File: src/rtl/regspi_pkg.sv
package regspi_pkg;

    typedef enum logic [1:0] {
        ST_IDLE  = 2'd0,
        ST_LEAD  = 2'd1,
        ST_TRAIL = 2'd2,
        ST_DONE  = 2'd3
    } eng_state_t;

    // word indices (byte address >> 2)
    localparam logic [2:0] W_CTRL = 3'd0;
    localparam logic [2:0] W_STAT = 3'd1;
    localparam logic [2:0] W_SEL  = 3'd2;
    localparam logic [2:0] W_TX   = 3'd3;
    localparam logic [2:0] W_RX   = 3'd4;
    localparam logic [2:0] W_AUX  = 3'd5;

    localparam int STAT_BUSY_BIT = 0;
    localparam int STAT_FULL_BIT = 2;
    localparam int SEL_CS_BIT    = 6;
    localparam logic [7:0] SEL_RESET = 8'h40;

endpackage

File: src/rtl/regspi_clkdiv.sv
module regspi_clkdiv #(
    parameter int PRE_LO = 16,
    parameter int PRE_HI = 128,
    parameter int DIV_W  = 5
) (
    input  logic             clk,
    input  logic             rst_n,
    input  logic             run,
    input  logic             pre_sel,
    input  logic [DIV_W-1:0] div_n,
    output logic             tick
);
    localparam int MAX_HALF = PRE_HI * (2 ** DIV_W);
    localparam int CNT_W    = $clog2(MAX_HALF) + 1;

    logic [CNT_W-1:0] cnt_q;
    logic [CNT_W-1:0] half_len;
    logic [CNT_W-1:0] pre_val;

    always_comb begin
        pre_val  = pre_sel ? CNT_W'(PRE_HI) : CNT_W'(PRE_LO);
        half_len = CNT_W'(pre_val * (CNT_W'(div_n) + CNT_W'(1)));
    end

    assign tick = run && (cnt_q == half_len - CNT_W'(1));

    always_ff @(posedge clk or negedge rst_n) begin
        if (!rst_n) begin
            cnt_q <= '0;
        end else if (!run || tick) begin
            cnt_q <= '0;
        end else begin
            cnt_q <= cnt_q + CNT_W'(1);
        end
    end

    // a half period is never shorter than two cycles
    a_r2_tick_gap: assert property (@(posedge clk) disable iff (!rst_n)
        tick |=> !tick);

endmodule

File: src/rtl/regspi_engine.sv
module regspi_engine
    import regspi_pkg::*;
#(
    parameter int DATA_W = 8,
    parameter int DIV_W  = 5
) (
    input  logic              clk,
    input  logic              rst_n,
    input  logic              start,
    input  logic [DATA_W-1:0] tx_byte,
    input  logic              cpol,
    input  logic              cpha,
    input  logic              pre_sel,
    input  logic [DIV_W-1:0]  div_n,
    input  logic              tick,
    input  logic              miso,
    output logic              run,
    output logic              pre_q,
    output logic [DIV_W-1:0]  div_q,
    output logic              busy,
    output logic              done,
    output logic [DATA_W-1:0] rx_data,
    output logic              sclk,
    output logic              mosi
);
    localparam int BIT_W = $clog2(DATA_W);
    localparam logic [BIT_W-1:0] LAST_BIT = BIT_W'(DATA_W - 1);

    eng_state_t state_q, state_d;

    logic [DATA_W-1:0] tx_sh;
    logic [DATA_W-1:0] rx_sh;
    logic [BIT_W-1:0]  bit_q;
    logic              cpol_q;
    logic              cpha_q;

    // state register
    always_ff @(posedge clk or negedge rst_n) begin
        if (!rst_n) state_q <= ST_IDLE;
        else        state_q <= state_d;
    end

    // next state
    always_comb begin
        state_d = state_q;
        unique case (state_q)
            ST_IDLE:  if (start) state_d = ST_LEAD;
            ST_LEAD:  if (tick)  state_d = ST_TRAIL;
            ST_TRAIL: if (tick)  state_d = (bit_q == LAST_BIT) ? ST_DONE : ST_LEAD;
            ST_DONE:             state_d = ST_IDLE;
            default:             state_d = ST_IDLE;
        endcase
    end

    // datapath and registered outputs
    always_ff @(posedge clk or negedge rst_n) begin
        if (!rst_n) begin
            tx_sh  <= '0;
            rx_sh  <= '0;
            bit_q  <= '0;
            cpol_q <= 1'b0;
            cpha_q <= 1'b0;
            pre_q  <= 1'b0;
            div_q  <= '0;
        end else begin
            unique case (state_q)
                ST_IDLE: begin
                    if (start) begin
                        tx_sh  <= tx_byte;
                        bit_q  <= '0;
                        cpol_q <= cpol;
                        cpha_q <= cpha;
                        pre_q  <= pre_sel;
                        div_q  <= div_n;
                    end
                end
                ST_LEAD: begin
                    if (tick) begin
                        if (!cpha_q)
                            rx_sh <= {rx_sh[DATA_W-2:0], miso};
                        else if (bit_q != '0)
                            tx_sh <= {tx_sh[DATA_W-2:0], 1'b0};
                    end
                end
                ST_TRAIL: begin
                    if (tick) begin
                        if (cpha_q)
                            rx_sh <= {rx_sh[DATA_W-2:0], miso};
                        else
                            tx_sh <= {tx_sh[DATA_W-2:0], 1'b0};
                        if (bit_q != LAST_BIT)
                            bit_q <= bit_q + BIT_W'(1);
                    end
                end
                ST_DONE: begin
                    bit_q <= '0;
                end
                default: ;
            endcase
        end
    end

    assign run     = (state_q == ST_LEAD) || (state_q == ST_TRAIL);
    assign busy    = (state_q != ST_IDLE);
    assign done    = (state_q == ST_DONE);
    assign rx_data = rx_sh;
    assign mosi    = tx_sh[DATA_W-1];
    assign sclk    = (state_q == ST_TRAIL) ? ~cpol_q :
                     (state_q == ST_IDLE)  ? cpol : cpol_q;

    // data-out moves only on an SCLK edge
    a_r5_mosi_hold: assert property (@(posedge clk) disable iff (!rst_n)
        (busy && !tick) |=> $stable(mosi));

    // an accepted start always leaves idle
    a_r4_start_leaves_idle: assert property (@(posedge clk) disable iff (!rst_n)
        (!busy && start) |=> busy);

endmodule

File: src/rtl/regspi_master.sv
module regspi_master
    import regspi_pkg::*;
#(
    parameter int PRE_LO = 16,
    parameter int PRE_HI = 128,
    parameter int DIV_W  = 5,
    parameter int DATA_W = 8,
    parameter int BUS_W  = 32,
    parameter int ADDR_W = 5
) (
    input  logic              clk,
    input  logic              rst_n,
    input  logic              wr_en,
    input  logic              rd_en,
    input  logic [ADDR_W-1:0] addr,
    input  logic [BUS_W-1:0]  wdata,
    output logic [BUS_W-1:0]  rdata,
    output logic              sclk,
    output logic              mosi,
    input  logic              miso,
    output logic              cs_n
);
    localparam int REG_W = 8;

    logic [REG_W-1:0]  ctrl_q;
    logic [REG_W-1:0]  sel_q;
    logic [REG_W-1:0]  aux_q;
    logic [DATA_W-1:0] rxbuf_q;
    logic              full_q;

    logic [2:0]        widx;
    logic              wr_ctrl, wr_stat, wr_sel, wr_tx, wr_aux, rd_rx;
    logic              start;
    logic              run, tick, busy, done, pre_q;
    logic [DIV_W-1:0]  div_q;
    logic [DATA_W-1:0] rx_data;

    assign widx    = addr[4:2];
    assign wr_ctrl = wr_en && (widx == W_CTRL);
    assign wr_stat = wr_en && (widx == W_STAT);
    assign wr_sel  = wr_en && (widx == W_SEL);
    assign wr_tx   = wr_en && (widx == W_TX);
    assign wr_aux  = wr_en && (widx == W_AUX);
    assign rd_rx   = rd_en && (widx == W_RX);
    assign start   = wr_tx && !busy;

    always_ff @(posedge clk or negedge rst_n) begin
        if (!rst_n) begin
            ctrl_q  <= '0;
            sel_q   <= SEL_RESET;
            aux_q   <= '0;
            rxbuf_q <= '0;
            full_q  <= 1'b0;
        end else begin
            if (wr_ctrl) ctrl_q <= wdata[REG_W-1:0];
            if (wr_sel)  sel_q  <= wdata[REG_W-1:0];
            if (wr_aux)  aux_q  <= wdata[REG_W-1:0];
            if (done) begin
                rxbuf_q <= rx_data;
                full_q  <= 1'b1;
            end else if (rd_rx || (wr_stat && !wdata[STAT_FULL_BIT])) begin
                full_q  <= 1'b0;
            end
        end
    end

    always_comb begin
        rdata = '0;
        unique case (widx)
            W_CTRL:  rdata[REG_W-1:0] = ctrl_q;
            W_STAT: begin
                rdata[STAT_BUSY_BIT] = busy;
                rdata[STAT_FULL_BIT] = full_q;
            end
            W_SEL:   rdata[REG_W-1:0]  = sel_q;
            W_RX:    rdata[DATA_W-1:0] = rxbuf_q;
            W_AUX:   rdata[REG_W-1:0]  = aux_q;
            default: rdata = '0;
        endcase
    end

    assign cs_n = sel_q[SEL_CS_BIT];

    regspi_clkdiv #(
        .PRE_LO(PRE_LO),
        .PRE_HI(PRE_HI),
        .DIV_W (DIV_W)
    ) u_div (
        .clk    (clk),
        .rst_n  (rst_n),
        .run    (run),
        .pre_sel(pre_q),
        .div_n  (div_q),
        .tick   (tick)
    );

    regspi_engine #(
        .DATA_W(DATA_W),
        .DIV_W (DIV_W)
    ) u_eng (
        .clk    (clk),
        .rst_n  (rst_n),
        .start  (start),
        .tx_byte(wdata[DATA_W-1:0]),
        .cpol   (ctrl_q[6]),
        .cpha   (ctrl_q[7]),
        .pre_sel(ctrl_q[5]),
        .div_n  (ctrl_q[DIV_W-1:0]),
        .tick   (tick),
        .miso   (miso),
        .run    (run),
        .pre_q  (pre_q),
        .div_q  (div_q),
        .busy   (busy),
        .done   (done),
        .rx_data(rx_data),
        .sclk   (sclk),
        .mosi   (mosi)
    );

    // a transmit write while idle makes the engine busy next cycle
    a_r4_busy_on_write: assert property (@(posedge clk) disable iff (!rst_n)
        (wr_tx && !busy) |=> busy);

    // end of exchange raises the receive flag
    a_r6_full_on_done: assert property (@(posedge clk) disable iff (!rst_n)
        done |=> full_q);

    // reading the receive word drops the flag unless a byte lands
    a_r7_read_clears: assert property (@(posedge clk) disable iff (!rst_n)
        (rd_rx && !done) |=> !full_q);

    // clock rests at the programmed polarity when idle
    a_r3_idle_level: assert property (@(posedge clk) disable iff (!rst_n)
        !busy |-> (sclk == ctrl_q[6]));

    // a transmit write during an exchange does not restart it
    a_r9_no_restart: assert property (@(posedge clk) disable iff (!rst_n)
        (wr_tx && busy && !done) |=> busy);

endmodule

File: config.mk
export PLATFORM = sky130hd
export DESIGN_NAME = regspi_master
export DESIGN_NICKNAME = d
export VERILOG_FILES = /design/src/rtl/regspi_pkg.sv /design/src/rtl/regspi_clkdiv.sv /design/src/rtl/regspi_engine.sv /design/src/rtl/regspi_master.sv
export SDC_FILE = /design/constraint.sdc
export NUM_CORES = 1
export LEC_CHECK = 0
export BUFFER_PORTS_ARGS = -buffer_cell sky130_fd_sc_hd__buf_2
export CAP_MARGIN = 10
export CORE_MARGIN = 2
export CORE_UTILIZATION = 30
export DETAILED_ROUTE_END_ITERATION = 12
export GPL_TIMING_DRIVEN = 0
export PLACE_DENSITY = 0.52
export SLEW_MARGIN = 10
export SYNTH_ARGS = -nofsm -noshare
export SYNTH_HDL_FRONTEND = slang
export SYNTH_HIERARCHICAL = 1
export SYNTH_SLANG_ARGS = --single-unit
export TNS_END_PERCENT = 5
File: constraint.sdc
create_clock -name clk -period 12.55 [get_ports clk]
set_input_delay 1.255 -clock clk [delete_from_list [all_inputs] [get_ports clk]]
set_output_delay 1.255 -clock clk [all_outputs]
set_load 0.01 [all_outputs]
==> reports/metrics.csv <==
stage,metric,value,unit
setup_path,r2r_cells,16,
die,std_cell_rows,45,
clock_network,cts_sinks,75,
global_route,track_usage,0.122,
power,vdd_drop_max,86.0,uV
routing,antenna_left,0,
finish,final_nets,547,
job,drv_cap,0,
clock_network,hold_buffers,0,
min_path,whs_path_depth,1,
setup_path,crit_type,reg -> reg,
yosys,yosys_warnings,6,
clock_network,clock-root-buffer,clkbuf_16,
sta,rsz0062_at_grt,false,
clock_network,postCtsSetupBuffers,0,
routing,drc,0,
setup_path,crit_path_end_kind,flop,
setup_path,reg2reg_slack,6.96,ns
die,core,15200,sq um
clock_network,numCtsBuffers,9,
yosys,ys_seq_area_frac,0.403,
setup_path,r2r-end,u_eng/rx_data[7],
yosys,synth_cells,417,
sta,slew_viol_final,0,
placement,gp_congestion,0.792,
clock_network,clkTransAtPathRegs,0.06,ns
yosys,synth.distinct_cells,58,
routing,drt-initial-drc-count,118,
global_route,grt_pass1_wl,15900,um
routing,num_vias,3196,
die,io_pins,77,
sta,tns,0,ns
placement,numPortBuffers,25,
die,die_x,129,um
sta,fmax,179,MHz
global_route,grt-ovfl-total,0,
setup_path,start_kind,flop,
die,die_y,129,um
global_route,grt_max_degree,52,
sta,worst_pin_slew,0.669,ns
finish,final_area,5420,sq um
yosys,async_flop_share,1.00,
sta,min_period_over_period,0.445,
clock_network,post_cts_resized,0,
placement,hpwl,7280,um
power,p_leak,2.63,nW
clock_network,clk_path_buf_depth,2,
min_path,hold_path_startpoint,u_div/cnt_q[0],
sta,layout_min_cycle_time,5.59,ns
yosys,yosys_most_used_dff,dfrtp_1,
sta,hold_viol,0,
die,initial_core_util,0.306,
global_route,grt_pass1_vias,3212,
sta,final-setup-viol-count,0,
die,dieArea,16500,sq um
setup_path,critPathArrivalTime,5.80,ns
finish,layout-drive-gt1-share,0.324,
yosys,synth.avg_cell_area,11.2,sq um
setup_path,r2r_start,u_eng/pre_q,
power,p_per_area,106,nW/um^2
routing,drtPass1Iterations,4,
finish,area_growth_syn_to_layout,16.3,%
yosys,synth_edf_count,0,
yosys,syn_area,4650,sq um
routing,avgRoutedWirePerCell,14.1,um
setup_path,critPathRequiredTime,12.77,ns
finish,antenna_cells,0,
sta,timing.slew.headroom,0.551,
clock_network,insertion_delay,0.33,ns
setup_path,crit_fanout,10,
global_route,antenna_found_initial,0,
yosys,ys_seq_elements,75,
clock_network,cts_tree,done,
min_path,hold_class,reg -> reg,
sta,fin_skew,0.00981,ns
placement,dpl_cell_area,5130,sq um
outcome,status,"complete, no violations",
routing,drt-total-wl,9470,um
clock_network,h-tree-depth,3,
routing,viasPerCell,4.77,
min_path,hold_end,u_div/cnt_q[0],
-- layer usage --
layer / GRT usage / wire length (um) / up-vias
li1: - / - / 1570
met1: 0.161 / 4500 / 1557
met2: 0.200 / 4570 / 65
met3: 0.0237 / 301 / 4
met4: 0.0441 / 99 / 0
met5: 0 / 0 / -
-- placed cells by master, fill, tap and decap left out, types with 3 or more instances in the layout --
master / netlist / routed
inv_1: 21 / 21
a31oi_1: 12 / 12
buf_6: 3 / 3
clkbuf_1: 4 / 4
nor2_1: 14 / 14
nand3_1: 10 / 10
mux2_2: 56 / 56
o22ai_1: 8 / 8
buf_2: 4 / 28
mux2_4: 9 / 9
clkbuf_16: 0 / 9
o21ai_0: 8 / 8
dfrtp_1: 74 / 74
xor2_1: 7 / 7
or2b_1: 3 / 3
clkinvlp_4: 0 / 4
ha_1: 28 / 28
nand2_1: 31 / 31
buf_4: 25 / 26
a22oi_1: 3 / 3
a21oi_1: 10 / 10
conb_1: 1 / 24
mux2i_1: 11 / 11
nand2b_1: 4 / 4
nor3_1: 6 / 6
nor2b_1: 3 / 3
xnor2_1: 20 / 20
nand4_1: 3 / 3
-- state kept, by name, indices dropped and copies added, names as in the netlist --
| signal | cells |
|---|---|
| ctrl_q | 8 |
| u_eng/div_q | 5 |
| u_eng/rx_data | 8 |
| u_eng/cpha_q | 1 |
| u_eng/state_q | 2 |
| u_eng/pre_q | 1 |
| u_eng/tx_sh | 8 |
| sel_q | 8 |
| u_eng/bit_q | 3 |
| aux_q | 8 |
| rxbuf_q | 8 |
| full_q | 1 |
| u_eng/cpol_q | 1 |
| u_div/cnt_q | 13 |
-- where the power goes --
group          total [mW]  switching (mW)  internal, mW  leakage [nW]
clock network       0.244           0.108         0.137         0.127
logic              0.0582          0.0278        0.0304          1.52
registers           0.273          0.0127         0.260         0.980
-- how the worst max path moves through the flow --
stage,slack (ns),end,startpoint
detailed placement,6.86,u_eng/rx_data[7],u_eng/pre_q
CTS,6.85,u_eng/rx_data[7],u_eng/pre_q
floorplan,7.65,u_eng/rx_data[0],u_eng/pre_q
finish,6.96,u_eng/rx_data[7],u_eng/pre_q
global placement,6.95,u_eng/rx_data[5],u_eng/pre_q
global route,6.47,u_eng/rx_data[7],u_eng/div_q[0]
-- synthesized netlist by cell type, drive strengths merged (3+ instances only) --
library cell  instances  area [sq um]
buf                  33           245
clkbuf                4          15.0
a21oi                10          50.1
nand3                11          60.1
nor2b                 3          18.8
a31oi                12          75.1
o21ai                 8          40.0
xnor2                20           175
nor2                 15          63.8
inv                  21          78.8
xor2                  8          88.8
o22ai                 8          50.1
mux2i                11           110
or2b                  3          22.5
nor3                  8          56.3
nand2b                6          52.6
a22oi                 3          22.5
nand2                31           116
a2111oi               3          63.8
mux2                 65           766
ha                   28           350
dfrtp                74          1850
nand4                 3          18.8
-- cells by family (layout without fill, tap and decap cells) --
| kind of cell | after synthesis | after routing | share of synthesized area |
|---|---|---|---|
| buffers and inverters | 58 | 100 | 0.0728 |
| AO/OA/AOI/OAI | 59 | 59 | 0.0960 |
| adder cells (fa/ha/maj) | 28 | 28 | 0.0753 |
| multiplexers | 76 | 76 | 0.188 |
| AND/OR/NAND/NOR | 92 | 92 | 0.107 |
| XOR/XNOR | 28 | 28 | 0.0567 |
| other | 1 | 24 | 0.000806 |
| flip-flops | 75 | 75 | 0.403 |
-- final cells by class --
type                       count  area, sq um
clock buffer                   9          225
inverter                      21         78.8
timing repair buffer          26          155
multi-input combinational    307         2520
clock inverter                 7         58.8
sequential                    75         1880
buffer                        37          260
tap                          188          235
fill                        1548         9790
-- through the flow --
| stage | hold slack, ns | std cells | util | setup slack [ns] | power (mW) |
|---|---|---|---|---|---|
| after global routing | 0.507 | 670 | 0.356 | 6.47 | 0.602 |
| after floorplan | 0.430 | 440 | - | 7.65 | 0.311 |
| after global placement | 0.463 | 653 | 0.336 | 6.95 | 0.333 |
| final | 0.476 | 670 | 0.356 | 6.96 | 0.575 |
| after CTS | 0.479 | 670 | 0.356 | 6.85 | 0.583 |
| after detailed placement | 0.458 | 654 | 0.338 | 6.86 | 0.336 |
-- worst max-delay path: stages (launching register included) --
cell and delay (ns):
dfrtp_1 0.49, or4_2 0.72, ha_1 0.31, xnor2_1 0.13
ha_1 0.29, ha_1 0.30, ha_1 0.35, xnor2_1 0.32
or2_2 0.20, a22oi_1 0.08, o211a_1 0.21, nor3_1 0.55
and4_1 0.39, inv_1 0.06, a2111oi_0 0.47, a41oi_2 0.21
mux2_2 0.38
Note: power is estimated with default switching activity, not from simulation.
